## src/rtl/pfail_guard_pkg.sv

```systemverilog
package pfail_guard_pkg;

  typedef enum logic [1:0] {
    ST_NORMAL = 2'd0,
    ST_DESEL  = 2'd1,
    ST_BATT   = 2'd2,
    ST_RECOV  = 2'd3
  } guardStateT;

  typedef struct packed {
    logic allow;       // host access passes through
    logic battery;     // battery power selected
    logic recRun;      // recovery timer counts
    logic graceStart;  // open write grace window
    logic graceKill;   // hard stop of any grace
    logic violate;     // write was active at power-down
  } guardStrobeT;

endpackage

```

## src/rtl/pfail_flag_filter.sv

```systemverilog
module pfail_flag_filter #(
  parameter int FILT_CYC = 4
) (
  input  logic clk,
  input  logic rstN,
  input  logic rawIn,
  output logic cleanOut
);
  localparam int CW = (FILT_CYC > 1) ? $clog2(FILT_CYC) : 1;

  logic syncA, syncB;
  logic [CW-1:0] runCnt;

  always_ff @(posedge clk or negedge rstN) begin
    if (!rstN) begin
      syncA <= 1'b0;
      syncB <= 1'b0;
    end else begin
      syncA <= rawIn;
      syncB <= syncA;
    end
  end

  always_ff @(posedge clk or negedge rstN) begin
    if (!rstN) begin
      runCnt   <= '0;
      cleanOut <= 1'b0;
    end else if (syncB == cleanOut) begin
      runCnt <= '0;
    end else if (runCnt == CW'(FILT_CYC - 1)) begin
      runCnt   <= '0;
      cleanOut <= syncB;
    end else begin
      runCnt <= runCnt + 1'b1;
    end
  end
endmodule

```

## src/rtl/pfail_guard_ctrl.sv

```systemverilog
module pfail_guard_ctrl
  import pfail_guard_pkg::*;
(
  input  logic        clk,
  input  logic        rstN,
  input  logic        hiOk,
  input  logic        loOk,
  input  logic        swOk,
  input  logic        hostWrite,
  input  logic        recDone,
  output guardStrobeT strb
);
  guardStateT curState, nextState;

  always_comb begin
    nextState = curState;
    if (!swOk) begin
      nextState = ST_BATT;
    end else begin
      unique case (curState)
        ST_NORMAL: if (!hiOk) nextState = ST_DESEL;
        ST_DESEL:  if (hiOk)  nextState = ST_RECOV;
        ST_BATT:              nextState = ST_DESEL;
        ST_RECOV: begin
          if (!hiOk)       nextState = ST_DESEL;
          else if (recDone) nextState = ST_NORMAL;
        end
        default:              nextState = ST_DESEL;
      endcase
    end
  end

  always_ff @(posedge clk or negedge rstN) begin
    if (!rstN) curState <= ST_DESEL;
    else       curState <= nextState;
  end

  always_comb begin
    strb.allow      = (curState == ST_NORMAL);
    strb.battery    = (curState == ST_BATT);
    strb.recRun     = (curState == ST_RECOV) && hiOk;
    strb.violate    = (curState == ST_NORMAL) && (nextState != ST_NORMAL) && hostWrite;
    strb.graceStart = (curState == ST_NORMAL) && (nextState == ST_DESEL) && hostWrite;
    strb.graceKill  = !loOk || !swOk;
  end
endmodule

```

## src/rtl/pfail_guard_dp.sv

```systemverilog
module pfail_guard_dp
  import pfail_guard_pkg::*;
#(
  parameter int REC_CYC   = 2500000,
  parameter int GRACE_CYC = 10000
) (
  input  logic        clk,
  input  logic        rstN,
  input  guardStrobeT strb,
  input  logic        hostCe,
  input  logic        hostWe,
  input  logic        hostOe,
  output logic        recDone,
  output logic        memCe,
  output logic        memWe,
  output logic        outEnable,
  output logic        battSel,
  output logic        violation
);
  localparam int RW = (REC_CYC > 1) ? $clog2(REC_CYC) : 1;
  localparam int GW = (GRACE_CYC > 1) ? $clog2(GRACE_CYC) : 1;

  logic [RW-1:0] recCnt;
  logic [GW-1:0] graceCnt;
  logic          graceLive;
  logic          hostWrite;

  assign hostWrite = hostCe && hostWe;
  assign recDone   = strb.recRun && (recCnt == RW'(REC_CYC - 1));

  always_ff @(posedge clk or negedge rstN) begin
    if (!rstN)            recCnt <= '0;
    else if (!strb.recRun || recDone) recCnt <= '0;
    else                  recCnt <= recCnt + 1'b1;
  end

  always_ff @(posedge clk or negedge rstN) begin
    if (!rstN) begin
      graceLive <= 1'b0;
      graceCnt  <= '0;
    end else if (strb.graceStart) begin
      graceLive <= 1'b1;
      graceCnt  <= '0;
    end else if (graceLive) begin
      if (strb.graceKill || !hostWrite || graceCnt == GW'(GRACE_CYC - 1))
        graceLive <= 1'b0;
      else
        graceCnt <= graceCnt + 1'b1;
    end
  end

  always_ff @(posedge clk or negedge rstN) begin
    if (!rstN) violation <= 1'b0;
    else       violation <= strb.violate;
  end

  always_comb begin
    memCe     = hostCe && (strb.allow || graceLive);
    memWe     = hostWrite && (strb.allow || graceLive);
    outEnable = hostCe && hostOe && !hostWe && strb.allow;
    battSel   = strb.battery;
  end
endmodule

```

## src/rtl/pfail_guard.sv

```systemverilog
module pfail_guard
  import pfail_guard_pkg::*;
#(
  parameter int CLK_HZ   = 50000000,
  parameter int REC_MS   = 50,
  parameter int GRACE_US = 200,
  parameter int FILT_CYC = 4
) (
  input  logic clk,
  input  logic rstN,
  input  logic supplyAboveHi,
  input  logic supplyAboveLo,
  input  logic supplyAboveSw,
  input  logic hostCe,
  input  logic hostWe,
  input  logic hostOe,
  output logic memCe,
  output logic memWe,
  output logic outEnable,
  output logic battSel,
  output logic accessOk,
  output logic violation
);
  localparam longint REC_L   = longint'(CLK_HZ) * REC_MS / 1000;
  localparam longint GRACE_L = longint'(CLK_HZ) * GRACE_US / 1000000;
  localparam int REC_CYC   = int'(REC_L);
  localparam int GRACE_CYC = int'(GRACE_L);
  localparam int NFLAG     = 3;

  logic [NFLAG-1:0] rawFlags, cleanFlags;
  guardStrobeT      strb;
  logic             recDone;

  assign rawFlags = {supplyAboveSw, supplyAboveLo, supplyAboveHi};

  for (genvar gi = 0; gi < NFLAG; gi++) begin : g_flag
    pfail_flag_filter #(.FILT_CYC(FILT_CYC)) filt_i (
      .clk(clk), .rstN(rstN), .rawIn(rawFlags[gi]), .cleanOut(cleanFlags[gi])
    );
  end

  pfail_guard_ctrl ctrl_i (
    .clk(clk), .rstN(rstN),
    .hiOk(cleanFlags[0]), .loOk(cleanFlags[1]), .swOk(cleanFlags[2]),
    .hostWrite(hostCe && hostWe), .recDone(recDone), .strb(strb)
  );

  pfail_guard_dp #(.REC_CYC(REC_CYC), .GRACE_CYC(GRACE_CYC)) dp_i (
    .clk(clk), .rstN(rstN), .strb(strb),
    .hostCe(hostCe), .hostWe(hostWe), .hostOe(hostOe),
    .recDone(recDone), .memCe(memCe), .memWe(memWe),
    .outEnable(outEnable), .battSel(battSel), .violation(violation)
  );

  assign accessOk = strb.allow;
endmodule

```

## config.mk

```make
export PLATFORM = sky130hd
export DESIGN_NAME = pfail_guard
export DESIGN_NICKNAME = d
export VERILOG_FILES = /design/src/rtl/pfail_guard_pkg.sv /design/src/rtl/pfail_flag_filter.sv /design/src/rtl/pfail_guard_ctrl.sv /design/src/rtl/pfail_guard_dp.sv /design/src/rtl/pfail_guard.sv
export SDC_FILE = /design/constraint.sdc
export NUM_CORES = 1
export LEC_CHECK = 0
export BUFFER_PORTS_ARGS = -buffer_cell sky130_fd_sc_hd__buf_2
export CAP_MARGIN = 20
export CORE_MARGIN = 8
export CORE_UTILIZATION = 51
export CTS_CLUSTER_SIZE = 16
export DETAILED_ROUTE_END_ITERATION = 12
export GPL_ROUTABILITY_DRIVEN = 0
export PLACE_DENSITY = 0.68
export SYNTH_ARGS = -nofsm -noshare
export SYNTH_HDL_FRONTEND = slang
export SYNTH_SLANG_ARGS = --single-unit
```

## constraint.sdc

```tcl
create_clock -name clk -period 1.95 [get_ports clk]
set_input_delay 0.195 -clock clk [delete_from_list [all_inputs] [get_ports clk]]
set_output_delay 0.195 -clock clk [all_outputs]
set_load 0.03 [all_outputs]
```

; ---- Word level (Yosys, flattened, before mapping)
; Index checks and enable logic that the tools add are counted.
; Widths: inputs -> output; s select.
[totals]
ff_bits = 55
latchBits = 0
mem_bits_rw = 0
rom_bits = 0
in_bits = 8
output_inout_bits = 6
elab_cells = 86
n_memories = 0
[classes]
addsub = 5
mul = 0
n_div = 0
order_cmp = 0
n_eq_ne = 13
n_shift = 0
muxes = 19
bitwise_logic = 3
n_reduce_logical = 29
[op_table]
columns = operator, count
row1 = $mux 14, 3
row2 = $add 22x1->22 const B, 1
row3 = $eq 22x22->1 const B, 1
row4 = $mux 2, 11
row5 = $mux 22, 1
row6 = $add 14x1->14 const B, 1
row7 = $eq 14x14->1 const B, 1
row8 = $logic_and 1x1->1, 12
row9 = $eq 2x2->1 const B, 5
row10 = $pmux 2 s4, 1
row11 = $reduce_and 2->1, 4
row12 = $add 2x1->2 const B, 3
row13 = $logic_not 1->1, 5
row14 = $logic_or 1x1->1, 5
row15 = $eq 2x1->1 const B, 2
row16 = $reduce_bool 2->1, 2
row17 = $eq 1x1->1, 3
row18 = $mux 1, 3
row19 = $not 1->1, 3
row20 = $logic_not 2->1, 1
row21 = $ne 2x2->1 const B, 1

; ---- Longest topological paths before layout
; Gate-level depths: netlist of the first run.
[depth]
word_depth = 12
depth_mapped = 6
mapped_depth_nobuf = 5

; ---- Cells and area by module
; Synthesis of the first run repeated with hierarchy kept, for this count alone.
[hier_totals]
cells_unflattened = 256
hier_area_um2 = 2677.6
[modules_own_cells]
columns = module, n_inst, cells_each, area_each_um2, seq_area_each_um2
row1 = pfail_guard_dp, 1, 210, 2020.7, 950.9
row2 = pfail_flag_filter, 3, 10, 173.9, 125.1
row3 = pfail_guard_ctrl, 1, 15, 128.9, 51.3
row4 = pfail_guard, 1, 1, 6.3, 0.0

; ---- Worst setup path before layout of the first run
; No wires, ideal clock.
[synth_path]
kind = reg-to-output
from = reg ctrl_i.curState[1]
to = out memWe
arrival_time_ps = 1597
required_ps = 1755
slack_ps = 158
stages_incl_launch_ff = 4
n_path_buf = 0
cell_sequence = dfrtp_1 -> nor2_1 -> o21a_1 -> and2_1
[synth_between]
elab_chain_cells = 3
[synth_lines]
columns = item, line
row1 = from (decl), pfail_guard_ctrl.sv:13  ; guardStateT curState, nextState;
row2 = from (signal assigned), pfail_guard_ctrl.sv:35  ; else curState <= nextState;
row3 = $logic_not 2->1, pfail_guard_ctrl.sv:39  ; strb.allow = (curState == ST_NORMAL);
row4 = named net accessOk, pfail_guard.sv:21  ; output logic accessOk,
row5 = $logic_or 1x1->1, pfail_guard_dp.sv:59  ; memWe = hostWrite && (strb.allow || graceLive);
row6 = $logic_and 1x1->1, pfail_guard_dp.sv:59
row7 = to (decl), pfail_guard.sv:18  ; output logic memWe,
; The timed path passes the listed nets, and every way through them passes these cells.

; ---- Worst setup path in the final report of the first run
[layout_path]
from = reg dp_i.graceCnt[0]
to = reg dp_i.graceCnt[5]
[layout_between]
elab_chain_cells = 4
elab_cells_between_ends = 8
cone_classes = 1 x add/sub / 2 x eq/ne / 3 x mux / 2 x reduce/logical
[layout_lines]
columns = item, line
row1 = from (decl), pfail_guard_dp.sv:24  ; logic [GW-1:0] graceCnt;
row2 = from (signal assigned), pfail_guard_dp.sv:48  ; graceCnt <= graceCnt + 1'b1;
row3 = $add 14x1->14 or $eq 14x14->1 (tied branches), "pfail_guard_dp.sv:48, pfail_guard_dp.sv:45"
row4 = $mux 14 or $logic_or 1x1->1 (tied branches), pfail_guard_dp.sv:45  ; if (strb.graceKill || !hostWrite || graceCnt == GW'(GRACE_CYC - 1))
row5 = $mux 14 or $ne 2x2->1 (tied branches), --
row6 = $mux 14 or $reduce_and 2->1 (tied branches), --
; Parallel ways exist; a longest one is shown, timed or not. The select of a mux whose other input is x is not followed.
; A chain may end at the register's enable or synchronous reset.

==> flow_metrics.py, run 1 <==
metrics = {
    "synth": {
        "synth_fp_nets": 270,
        "synthMuxAreaShare_pct": 1.65,
        "ys_seq_area_share_pct": 51.9,
        "synth_compound_area_share_pct": 8.16,
        "yosys_warnings": 0,
        "synth.largest_area_cell": "dfrtp_1",
        "async_flop_share_pct": 100,
        "synthCells": 257,
        "syn_area_per_cell_um2": 10.3,
        "synth_xor_area_share_pct": 6.60,
        "ys_seq_elements": 55,
        "synth_area_leaders": "dfrtp_1, xnor2_1, nor2_1, a21oi_1, nand3_1",
        "synth_top_cells_by_count": "dfrtp_1, nor2_1, nand2_1, xnor2_1",
        "synth_top_family_by_area": "simple AND/OR/NAND/NOR gates",
        "synth.most_common_cell": "dfrtp_1",
        "synth_top_cell_area_share_pct": 50.9,
        "synthAdderAreaFrac_pct": 2.36,
        "synth_edf_count": 0,
        "synth-main-ff-cell": "dfrtp_1",
        "syn_area_mm2": 0.00265,
        "synthSimpleGateAreaFrac_pct": 27.3,
        "yosysUniqueCellTypes": 44,
    },
    "setup_path": {
        "cp_data_arrival_time_ns": 2.06,
        "cp_max_fo": 12,
        "cp_data_required_time_ns": 2.19,
        "r2r_setup_slack_ns": 0.14,
        "cp-end-kind": "flop",
        "critPathKind": "reg2reg",
        "start_kind": "flop",
    },
    "power_and_ir_drop": {
        "p_seq_share_pct": 51.0,
        "ir_worst_vdd_v": 0.000722,
        "switching_share_pct": 30.1,
        "internal_power_uw": 1920,
        "clock_power_share_pct": 28.0,
        "p_comb_share_pct": 21.0,
        "switchingPower_uw": 825,
        "pwr_density_cell_mw_per_mm2": 905,
        "leakage_uw": 0.00128,
    },
    "floorplan": {
        "rows": 26,
        "coreArea_mm2": 0.00507,
        "die-area_mm2": 0.00777,
        "die_w_um": 88.1,
        "initial_core_util_pct": 52.3,
        "ios": 14,
        "die_h_um": 88.1,
    },
    "finish": {
        "fin_area_mm2": 0.00303,
        "area_delta_synth_final_pct": 14.3,
        "diodes": 0,
        "drive_above_1_share_pct": 14.7,
        "final_nets": 297,
    },
    "clocking": {
        "cts_root_buf": "clkbuf_8",
        "numCtsBuffers": 5,
        "cts.clk_slew.worst_paths_ns": 0.10,
        "ctsLongestPathBuffers": 2,
        "cts_num_sinks": 55,
        "clk-insertion-delay-late_ns": 0.31,
        "post_cts_buffers": 0,
        "htreeDepth": 2,
        "cts_tree": "built",
    },
    "timing": {
        "hold_violations": 0,
        "fin_crit_sh_pct": 93.1,
        "period_needed_ns": 1.81,
        "skew_ns": 0.00527,
        "worst_slew_pin_slew_ns": 0.459,
        "setup_viol": 0,
        "finalSetupTns_ns": 0,
        "maxSlewHeadroom_pct": 69.2,
        "rsz0062_at_grt": "no",
        "finalMaxSlewViolations": 0,
        "clock.fmax_mhz": 551,
    },
    "drt": {
        "vias_per_cell": 5.49,
        "num_vias": 1949,
        "wirelength_mm": 4.92,
        "drtIter0Drc": 87,
        "drtPass1Iterations": 4,
        "avgRoutedWirePerCell_um": 13.8,
        "drc_errors": 0,
        "antenna_left": 0,
    },
    "global_route": {
        "antenna_found_initial": 0,
        "grt_pass1_vias": 1914,
        "grt-ovfl-total": 0,
        "grt_use_total_pct": 13.9,
        "grt_pass1_wl_mm": 8.48,
        "grt_start_max_net_pins": 37,
    },
    "placement": {
        "hpwl_mm": 3.57,
        "dpl_cell_area_mm2": 0.00287,
        "numPortBuffers": 13,
    },
    "job": {
        "cap_violations": 0,
    },
    "outcome": {
        "status": "completed",
    },
    "hold_path": {
        "holdCritPathClass": "in2reg",
    },
}
[layer usage]
metal  global-route usage, %  share of wire [%]  vias to the layer above
li1                        -                  -                      979
met4                    4.92                1.8                        0
met5                       0                  0                        -
met1                    16.9                 47                      934
met2                    23.3                 49                       26
met3                    3.56                2.6                       10
[power groups by stage]
stage	clock, uW	sequential (uW)	combinational, uW
after global placement	0	1420	563
after floorplan	0	1390	389
final	769	1400	575
after detailed placement	0	1430	576
after CTS	795	1400	584
after global routing	833	1420	646
[path summary, 6_finish.rpt]
path	endpoint	from	cells past startpoint
max	dp_i.graceCnt[5]	dp_i.graceCnt[0]	5
min	dp_i.violation	hostWe	3
max reg2reg	dp_i.graceCnt[5]	dp_i.graceCnt[0]	5
min reg2reg	g_flag[2].filt_i.syncB	g_flag[2].filt_i.syncA	0
max in group asynchronous	ctrl_i.curState[0]	rstN	3
min in group asynchronous	g_flag[1].filt_i.runCnt[0]	rstN	2
[what timing repair did]
action | CTS | global route
hold buffers | 4 | 0
resized for setup | 0 | 2
endpoints found under the hold margin | 22 | 0
setup endpoints to repair | 0 | 4
[registers in the layout, summed over array words and instances (netlist names)]
signal and cells:
g_flag.filt_i.syncA 3, g_flag.filt_i.runCnt 6, g_flag.filt_i.syncB 3, dp_i.recCnt 22, dp_i.violation 1, dp_i.graceLive 1, ctrl_i.curState 2, dp_i.graceCnt 14
g_flag.filt_i.cleanOut 3
[layout make-up]
| cell class | count | area [um2] |
|---|---|---|
| Clock buffer | 5 | 68.8 |
| Clock inverter | 3 | 46.3 |
| Fill cell | 446 | 2040 |
| Inverter | 6 | 22.5 |
| Multi-Input combinational cell | 189 | 1230 |
| Sequential cell | 55 | 1380 |
| Tap cell | 70 | 87.6 |
| Timing Repair Buffer | 27 | 205 |
[layout by cell type, fill, tap and decap left out, drive strengths merged, types with 6 or more instances in the layout]
cell and n:
nor4 7, nor2 24, o21ai 12, or4 6, or3 7, inv 7
nand2 16, a21oi 14, nor3 7, and3 7, xnor2 15, nand3 15
and2 7, dfrtp 54, buf 23, nand4 10
[critical path: stages, from the launching register on]
cell     delay (ns)
dfrtp_1        0.42
ha_1           0.24
and3_1         0.21
and4_2         0.25
or4_1          0.48
a21oi_1        0.15
[through the flow]
stage               total power [uW]  instances  util, %  hold WS (ns)  setup WS, ns
global route                    2900        355     59.8         0.136        0.0271
global placement                1980        343     56.6         0.172         0.181
detailed placement              2000        343     56.6         0.176         0.105
floorplan                       1780        257        -        -0.101         0.158
CTS                             2780        355     59.7         0.114        0.0963
finish                          2750        355     59.8         0.125         0.135
[cells by family (layout without fill, tap and decap cells)]
logic type	Yosys count	count (layout)
AOI/OAI and AO/OA	37	37
buffers and inverters	13	41
DFF	55	55
adders and majority gates	5	5
muxes	4	4
xor gates and xnor gates	20	20
and+or+nand+nor	123	123
Note: power is estimated with default switching activity, not from simulation.
==> inputs of run 2 (changes only) <==
--- a/config.mk
+++ b/config.mk
@@ -5,7 +5,7 @@
 export SDC_FILE = /design/constraint.sdc
 export NUM_CORES = 1
 export LEC_CHECK = 0
-export BUFFER_PORTS_ARGS = -buffer_cell sky130_fd_sc_hd__buf_2
+export BUFFER_PORTS_ARGS = -buffer_cell sky130_fd_sc_hd__clkbuf_2
 export CAP_MARGIN = 20
 export CORE_MARGIN = 8
 export CORE_UTILIZATION = 51
==> flow_metrics.py, run 2 (synthesis results as in run 1) <==
metrics = {
    "drt": {
        "num_vias": 1978,
        "vias_per_cell": 5.56,
        "antenna_left": 0,
        "avgRoutedWirePerCell_um": 14.0,
        "drtIter0Drc": 47,
        "wirelength_mm": 4.97,
        "drtPass1Iterations": 4,
        "drc_errors": 0,
    },
    "setup_path": {
        "cp-end-kind": "flop",
        "r2r_cells": 5,
        "worst_path_max_delay_cell": "or4_1",
        "cp_data_arrival_time_ns": 2.07,
        "timing.rr.start": "dp_i.graceCnt[0]",
        "path_cells": "ha_1 -> and3_1 -> and4_2 -> or4_1 -> a21oi_1",
        "cp_top_family": "simple AND/OR/NAND/NOR gates",
        "cp_max_fo": 12,
        "critPathBufInv": 0,
        "cp_data_required_time_ns": 2.19,
        "start_kind": "flop",
        "cp_slowest_stage_delay_ns": 0.48,
        "reg2reg_to": "dp_i.graceCnt[5]",
        "r2r_setup_slack_ns": 0.12,
        "critPathKind": "reg2reg",
    },
    "timing": {
        "fin_hold_ws_ns": 0.131,
        "finalSetupTns_ns": 0,
        "fin_crit_sh_pct": 93.9,
        "clock.fmax_mhz": 546,
        "rsz0062_at_grt": "no",
        "skew_ns": 0.00499,
        "maxSlewHeadroom_pct": 66.7,
        "worst_slew_pin_slew_ns": 0.500,
        "finalMaxSlewViolations": 0,
        "period_needed_ns": 1.83,
        "setup_viol": 0,
        "hold_violations": 0,
    },
    "placement": {
        "numPortBuffers": 13,
        "hpwl_mm": 3.67,
        "dp_cells": 344,
    },
    "hold_path": {
        "hold_start": "hostWe",
        "hold_path_depth": 3,
        "hold_end": "dp_i.violation",
        "holdCritPathClass": "in2reg",
    },
    "job": {
        "cap_violations": 0,
    },
    "finish": {
        "top_register": "dp_i.recCnt",
        "stdcell_count": 356,
        "area_delta_synth_final_pct": 13.3,
        "diodes": 0,
        "mostFrequentLayoutCells": "dfrtp_1, nor2_1, nand2_1",
        "largest_reg_flops": 22,
        "final_nets": 298,
        "drive_above_1_share_pct": 15.4,
        "layout_commonest_cell": "dfrtp_1",
        "reg_top3": "dp_i.recCnt x22, dp_i.graceCnt x14, g_flag.filt_i.runCnt x6",
    },
    "floorplan": {
        "ios": 14,
        "die_h_um": 88.1,
        "rows": 26,
        "die_w_um": 88.1,
        "coreArea_mm2": 0.00507,
        "initial_core_util_pct": 52.3,
        "die-area_mm2": 0.00777,
    },
    "global_route": {
        "grt-ovfl-total": 0,
        "grt_use_total_pct": 14.3,
        "grt_start_max_net_pins": 27,
        "antenna_found_initial": 0,
        "grt_pass1_wl_mm": 8.80,
        "grt_pass1_vias": 1923,
    },
    "power_and_ir_drop": {
        "ir_worst_vdd_v": 0.000645,
        "leakage_uw": 0.00126,
        "pwr_density_cell_mw_per_mm2": 862,
    },
    "clocking": {
        "ctsLongestPathBuffers": 2,
        "cts_root_buf": "clkbuf_8",
        "cts_tree": "built",
        "numCtsBuffers": 5,
        "clk-insertion-delay-late_ns": 0.31,
        "htreeDepth": 2,
        "cts.clk_slew.worst_paths_ns": 0.10,
        "post_cts_buffers": 0,
        "cts_num_sinks": 55,
    },
    "outcome": {
        "status": "completed",
    },
}
==> run 2: routing by layer <==
metal / wire length (um) / up-vias / global-route usage, %
met4: 35 / 0 / 4.15
met2: 2420 / 20 / 23.4
met5: 0 / - / 0
li1: - / 987 / -
met1: 2380 / 967 / 18.1
met3: 133 / 4 / 3.47
==> run 2: final cells by class <==
| cell class | count | area (um2) |
|---|---|---|
| clock buffers | 5 | 68.8 |
| clock inverters | 3 | 23.8 |
| fillers | 434 | 2070 |
| inverters | 6 | 22.5 |
| multi-input cells | 189 | 1230 |
| flip-flops and latches | 55 | 1380 |
| well taps | 70 | 87.6 |
| repair buffers | 28 | 200 |
==> run 2: what timing repair did <==
item / CTS / global route
gates resized for setup: 0 / 3
hold endpoints to repair: 20 / 0
endpoints found under the setup margin: 0 / 3
hold buffers: 4 / 0
==> run 2: how the worst max path moves through the flow <==
stage,start,end,slack [ns],cells after the start
2_1_floorplan,ctrl_i.curState[1],memWe,0.16,3
3_3_place_gp,dp_i.recCnt[7],dp_i.recCnt[21],0.18,4
3_5_place_dp,dp_i.recCnt[7],dp_i.recCnt[17],0.11,4
4_1_cts,dp_i.recCnt[7],dp_i.recCnt[17],0.08,4
5_1_grt,dp_i.graceCnt[0],dp_i.graceCnt[5],0.02,5
6_report,dp_i.graceCnt[0],dp_i.graceCnt[5],0.12,5
==> run 2: power breakdown <==
group          switching (uW)  leakage [uW]  internal [uW]
Combinational             322      0.000490            233
Sequential                121      0.000730           1280
Clock                     379     0.0000408            257
==> run 2: worst reg2reg max path: cells and delay by family (launching register included) <==
family,cells,cell delay [ns]
and+or+nand+nor,3,0.96
AOI/OAI and AO/OA,1,0.15
DFF,1,0.43
adders and majority gates,1,0.24
==> run 2: through the flow <==
step	utilization (%)	total power [uW]	worst slack (ns)	cell area, um2
5_1_grt	59.3	2750	0.0180	3010
4_1_cts	59.1	2630	0.0844	3000
3_5_place_dp	56.5	1980	0.111	2870
3_3_place_gp	56.5	1960	0.185	2870
2_1_floorplan	-	1780	0.158	2650
6_report	59.3	2590	0.118	3010
